**src/rtl/sync_mon_pkg.sv**
```systemverilog
package sync_mon_pkg;
  localparam int unsigned SM_THRESH_W = 8;
  localparam int unsigned SM_ERR_W    = 16;
endpackage

```
**src/rtl/train_run_tracker.sv**
```systemverilog
module train_run_tracker #(
  parameter int unsigned TH_W = 8
) (
  input  logic            clk,
  input  logic            rst,
  input  logic            word_vld,
  input  logic            word_is_train,
  input  logic [TH_W-1:0] thresh,
  output logic            oos
);
  localparam logic [TH_W-1:0] ZERO_TH = '0;

  logic [TH_W-1:0] run_q;
  logic [TH_W:0]   run_inc;
  logic            oos_q;

  assign run_inc = {1'b0, run_q} + 1'b1;

  always_ff @(posedge clk) begin
    if (rst) begin
      run_q <= '0;
      oos_q <= 1'b0;
    end else if (thresh == ZERO_TH) begin
      run_q <= '0;
      oos_q <= 1'b0;
    end else if (word_vld) begin
      if (!word_is_train) begin
        run_q <= '0;
        oos_q <= 1'b0;
      end else if (run_inc >= {1'b0, thresh}) begin
        run_q <= thresh;
        oos_q <= 1'b1;
      end else begin
        run_q <= run_inc[TH_W-1:0];
      end
    end
  end

  assign oos = oos_q;

  // reset leaves the flag low
  p_reset_low_r1: assert property (@(posedge clk) rst |=> !oos);
  // a valid non-training word clears the flag
  p_break_clears_r4: assert property (@(posedge clk) disable iff (rst)
    (word_vld && !word_is_train) |=> !oos);
  // zero threshold disables detection
  p_disabled_r5: assert property (@(posedge clk) disable iff (rst)
    (thresh == ZERO_TH) |=> !oos);
  // idle cycles leave the flag untouched
  p_idle_hold_r3: assert property (@(posedge clk) disable iff (rst)
    (!word_vld && thresh != ZERO_TH) |=> $stable(oos));
  // run count never exceeds a nonzero threshold
  p_run_bound_r6: assert property (@(posedge clk) disable iff (rst)
    (thresh != ZERO_TH && $stable(thresh)) |-> run_q <= thresh);
endmodule

```
**src/rtl/sat_clr_counter.sv**
```systemverilog
module sat_clr_counter #(
  parameter int unsigned CNT_W = 16
) (
  input  logic             clk,
  input  logic             rst,
  input  logic             inc,
  input  logic             clr,
  output logic [CNT_W-1:0] count
);
  localparam logic [CNT_W-1:0] CNT_MAX = '1;
  localparam logic [CNT_W-1:0] CNT_ONE = CNT_W'(1);

  logic [CNT_W-1:0] cnt_q;

  always_ff @(posedge clk) begin
    if (rst) begin
      cnt_q <= '0;
    end else if (clr) begin
      cnt_q <= inc ? CNT_ONE : '0;
    end else if (inc && cnt_q != CNT_MAX) begin
      cnt_q <= cnt_q + 1'b1;
    end
  end

  assign count = cnt_q;

  // reset clears the count
  p_reset_zero_r1: assert property (@(posedge clk) rst |=> count == '0);
  // an unread strobe adds exactly one below the ceiling
  p_step_one_r7: assert property (@(posedge clk) disable iff (rst)
    (inc && !clr && count != CNT_MAX) |=> count == $past(count) + 1'b1);
  // no wrap at the ceiling
  p_no_overflow_r8: assert property (@(posedge clk) disable iff (rst)
    (!clr && count == CNT_MAX) |=> count == CNT_MAX);
  // plain read clears
  p_read_clear_r9: assert property (@(posedge clk) disable iff (rst)
    (clr && !inc) |=> count == '0);
  // read with strobe restarts at one
  p_read_strobe_r10: assert property (@(posedge clk) disable iff (rst)
    (clr && inc) |=> count == CNT_ONE);
  // without strobe or read the count holds
  p_quiet_hold_r7: assert property (@(posedge clk) disable iff (rst)
    (!inc && !clr) |=> $stable(count));
endmodule

```
**src/rtl/ingress_sync_monitor.sv**
```systemverilog
module ingress_sync_monitor
  import sync_mon_pkg::*;
#(
  parameter int unsigned THRESH_W = SM_THRESH_W,
  parameter int unsigned ERR_W    = SM_ERR_W
) (
  input  logic                clk,
  input  logic                rst,
  input  logic                word_vld,
  input  logic                word_is_train,
  input  logic                dip_err,
  input  logic [THRESH_W-1:0] train_thresh,
  input  logic                cnt_rd,
  output logic                out_of_sync,
  output logic [ERR_W-1:0]    dip_err_count
);
  train_run_tracker #(.TH_W(THRESH_W)) u_run (
    .clk           (clk),
    .rst           (rst),
    .word_vld      (word_vld),
    .word_is_train (word_is_train),
    .thresh        (train_thresh),
    .oos           (out_of_sync)
  );

  sat_clr_counter #(.CNT_W(ERR_W)) u_err (
    .clk   (clk),
    .rst   (rst),
    .inc   (dip_err),
    .clr   (cnt_rd),
    .count (dip_err_count)
  );
endmodule

```
**config.mk**
```make
export PLATFORM = sky130hd
export DESIGN_NAME = ingress_sync_monitor
export DESIGN_NICKNAME = d
export VERILOG_FILES = /design/src/rtl/sync_mon_pkg.sv /design/src/rtl/train_run_tracker.sv /design/src/rtl/sat_clr_counter.sv /design/src/rtl/ingress_sync_monitor.sv
export SDC_FILE = /design/constraint.sdc
export NUM_CORES = 1
export LEC_CHECK = 0
export ABC_AREA = 0
export BUFFER_PORTS_ARGS = -buffer_cell sky130_fd_sc_hd__buf_4
export CORE_MARGIN = 3
export CORE_UTILIZATION = 43
export DETAILED_ROUTE_END_ITERATION = 10
export HOLD_SLACK_MARGIN = 0.12
export MAX_ROUTING_LAYER = met4
export SLEW_MARGIN = 30
export SYNTH_ARGS = -nofsm -noshare
export SYNTH_HDL_FRONTEND = slang
export SYNTH_SLANG_ARGS = --single-unit
```
**constraint.sdc**
```tcl
create_clock -name clk -period 3.4 [get_ports clk]
set_input_delay 0.68 -clock clk [delete_from_list [all_inputs] [get_ports clk]]
set_output_delay 0.68 -clock clk [all_outputs]
set_load 0.01 [all_outputs]
```
==> results.cfg <==
[grt]
grt_util_all_layers_pct = 18.4
antenna_found_initial = 0
grt_pass1_vias = 1455
grt_max_degree = 16
grt_pass1_wl_um = 6210
grt_overflow = 0

[synth]
netlist_instances = 195
ys.flop_type = dfxtp_1
synth.area.mux_share_pct = 1.28
synth_xor_area_share_pct = 8.41
synth_compound_area_share_pct = 17.7
yosysSeqAreaShare_pct = 32.1
synth_area_per_cell_um2 = 8.01
mappedNetlistArea_um2 = 1560
synth-adder-area-share_pct = 8.01
yosys_warnings = 0
synth_top_family_by_area = simple AND/OR/NAND/NOR gates
synth-edff-count = 0
synthDistinctLibCells = 42
synth_seq_cells = 25
syn_nets = 219
synthSimpleGateAreaFrac_pct = 27.8
synthArstFlopShare_pct = 0

[min_path]
hold_path_depth = 2
hold_path_class = reg -> reg
hold_end = u_run.oos$_SDFFE_PP0P_
min_from = u_run.oos$_SDFFE_PP0P_

[critical_path]
timing.rr.end = u_run.run_q[5]$_SDFFE_PP0P_
rrSetupSlack_ns = 0.41
r2r_start = u_run.run_q[0]$_SDFFE_PP0P_
critical_path_required_ns = 3.63
critPathArrivalTime_ns = 3.21
cp-end-kind = flip-flop
cp-start-kind = flip-flop
path_class = reg -> reg
reg2regPathDepth = 10
critPathMaxFanout = 7

[sta]
period_needed_ns = 2.99
maxSlewHeadroom_pct = 44.0
setup_viol = 0
rsz0062_at_grt = no
finalWorstSetupSlack_ns = 0.411
tightestPinTransition_ns = 0.835
tns_ns = 0
slew_violations = 0
max_freq_mhz = 335
hold_viol = 0
post-route-period-util_pct = 87.9
skew_ns = 0.00191

[die]
io_pins = 31
core_area_um2 = 3420
die_h_um = 66.3
dieArea_um2 = 4390
row_count = 21
fp.dieW_um = 66.3
initial_core_util_pct = 45.7

[run]
drv_cap = 0

[clock_network]
cts_sinks = 25
htreeDepth = 1
cts_resized = 0
postCtsHoldBufs = 0
post-cts-setup-buffers = 0
cts_buffers = 3
cts_tree = yes
clockRootBuffer = clkbuf_4
clk_path_buf_depth = 2
clk_pin_slew_worst_paths_ns = 0.14
clk_latency_ns = 0.31

[routing]
wl_per_cell_um = 13.6
ant_nets = 0
firstDrtPassIters = 4
drc = 0
vias_per_cell = 5.55
drtIter0Drc = 57
routed_wl_um = 3650
vias = 1487

[cells_and_area]
fin_cells = 268
fill_cells = 327
num_antenna_cells = 0
layout.nets = 247
areaGrowthSynthToFinish_pct = 18.0
drive_above_1_share_pct = 17.6

[placed_design]
io_buffers = 30
dp_slack_ns = 0.435
place_congestion = 0.861
placed_cells = 264
dp_hpwl_um = 2980

[outcome]
outcome = complete, no violations

[pwr]
power.density_nw_per_um2 = 261
leakagePower_nw = 0.744
ir_drop_mv = 0.120
==> final cells by class <==
cell class | instances | area, um^2 | area share (%)
inverter | 12 | 45.0 | 2.44
clock inverter | 1 | 5.00 | 0.272
sequential | 25 | 500 | 27.2
tap | 46 | 57.6 | 3.12
multi-input combinational | 151 | 987 | 53.6
timing repair buffer | 30 | 225 | 12.2
clock buffer | 3 | 22.5 | 1.22
==> worst max-delay path by stage <==
stage,start,end,slack (ns)
floorplan,u_run.run_q[0]$_SDFFE_PP0P_,u_run.run_q[5]$_SDFFE_PP0P_,0.72
global placement,u_run.run_q[0]$_SDFFE_PP0P_,u_run.run_q[5]$_SDFFE_PP0P_,0.53
detailed placement,u_run.run_q[0]$_SDFFE_PP0P_,u_run.run_q[5]$_SDFFE_PP0P_,0.44
CTS,u_run.run_q[0]$_SDFFE_PP0P_,u_run.run_q[5]$_SDFFE_PP0P_,0.41
global route,u_run.run_q[0]$_SDFFE_PP0P_,u_run.run_q[5]$_SDFFE_PP0P_,0.21
finish,u_run.run_q[0]$_SDFFE_PP0P_,u_run.run_q[5]$_SDFFE_PP0P_,0.41
==> report_power, final <==
part / switching, mW / leakage (nW) / internal, mW
Clock: 0.0889 / 0.0177 / 0.0440
Combinational: 0.0261 / 0.524 / 0.0226
Sequential: 0.00331 / 0.202 / 0.296
==> cells in the final DEF (no fill, tap or decap), types with 2 or more instances in the layout <==
cell type and count:
buf_4 30, nor2_1 25, dfxtp_1 25, nand2_1 19
inv_1 12, a21oi_1 10, ha_1 10, xor2_1 9
nor3_1 9, nand3_1 7, nand4_1 7, xnor2_1 6
o21ai_0 6, and4_1 4, o311ai_0 3, o31ai_1 3
clkbuf_4 3, a221o_1 2, nor2b_1 2, nor4_1 2
or2_2 2, a211oi_1 2, and3_1 2, o2111ai_1 2
mux2i_1 2, nor4b_1 2
==> synth_stat cells (2+ instances only) <==
cell type	count	area, um^2
nand4_1	7	43.8
a211oi_1	2	15.0
o2111ai_1	2	17.5
nand3_1	7	35.0
o311ai_0	3	26.3
clkbuf_1	5	18.8
xnor2_1	6	52.6
nor2_1	25	93.8
o21ai_0	6	30.0
inv_1	12	45.0
nor4_1	2	12.5
nor3_1	9	45.0
a221o_1	2	20.0
or2_2	2	12.5
dfxtp_1	25	500
and3_1	2	12.5
xor2_1	9	78.8
o31ai_1	3	22.5
and4_1	4	35.0
nand2_1	19	71.3
nor2b_1	2	12.5
ha_1	10	125
mux2i_1	2	20.0
a21oi_1	10	50.1
nor4b_1	2	17.5
==> worst max-delay path, stage by stage (launching register included) <==
cell and delay [ns]:
dfxtp_1 0.46, ha_1 0.22, nand3_1 0.13, nor2_1 0.26, xor2_1 0.24, ha_1 0.27
o21ai_0 0.18, nor2_1 0.12, a221o_1 0.41, or3_1 0.36, a32o_1 0.26
==> through the flow <==
stage          hold WS, ns  area, um^2  util, %  power [mW]
2_1_floorplan        0.476        1560        -       0.330
3_3_place_gp         0.454        1820     53.2       0.353
3_5_place_dp         0.471        1820     53.2       0.355
4_1_cts              0.493        1840     54.0       0.488
5_1_grt              0.508        1840     54.0       0.503
6_report             0.482        1840     54.0       0.481
==> cells by family (layout without fill, tap and decap cells) <==
family / Yosys count / after routing
buffers and inverters: 19 / 46
flip-flops: 25 / 25
AND/OR/NAND/NOR: 86 / 86
multiplexers: 2 / 2
XOR/XNOR: 15 / 15
AO/OA/AOI/OAI: 38 / 38
adder cells (fa/ha/maj): 10 / 10
==> metal layers <==
metal	up-vias	global-route usage (%)	routed length [um]
met2	37	34.1	1910
met4	0	10.2	78
li1	770	-	-
met3	7	1.70	124
met5	-	-	0
met1	673	18.9	1540
==> state kept, by name (all words and copies together) (netlist names) <==
| register | count |
|---|---|
| u_run.run_q | 8 |
| u_err.count | 16 |
| u_run.oos | 1 |
(Power assumes the default switching activity.)
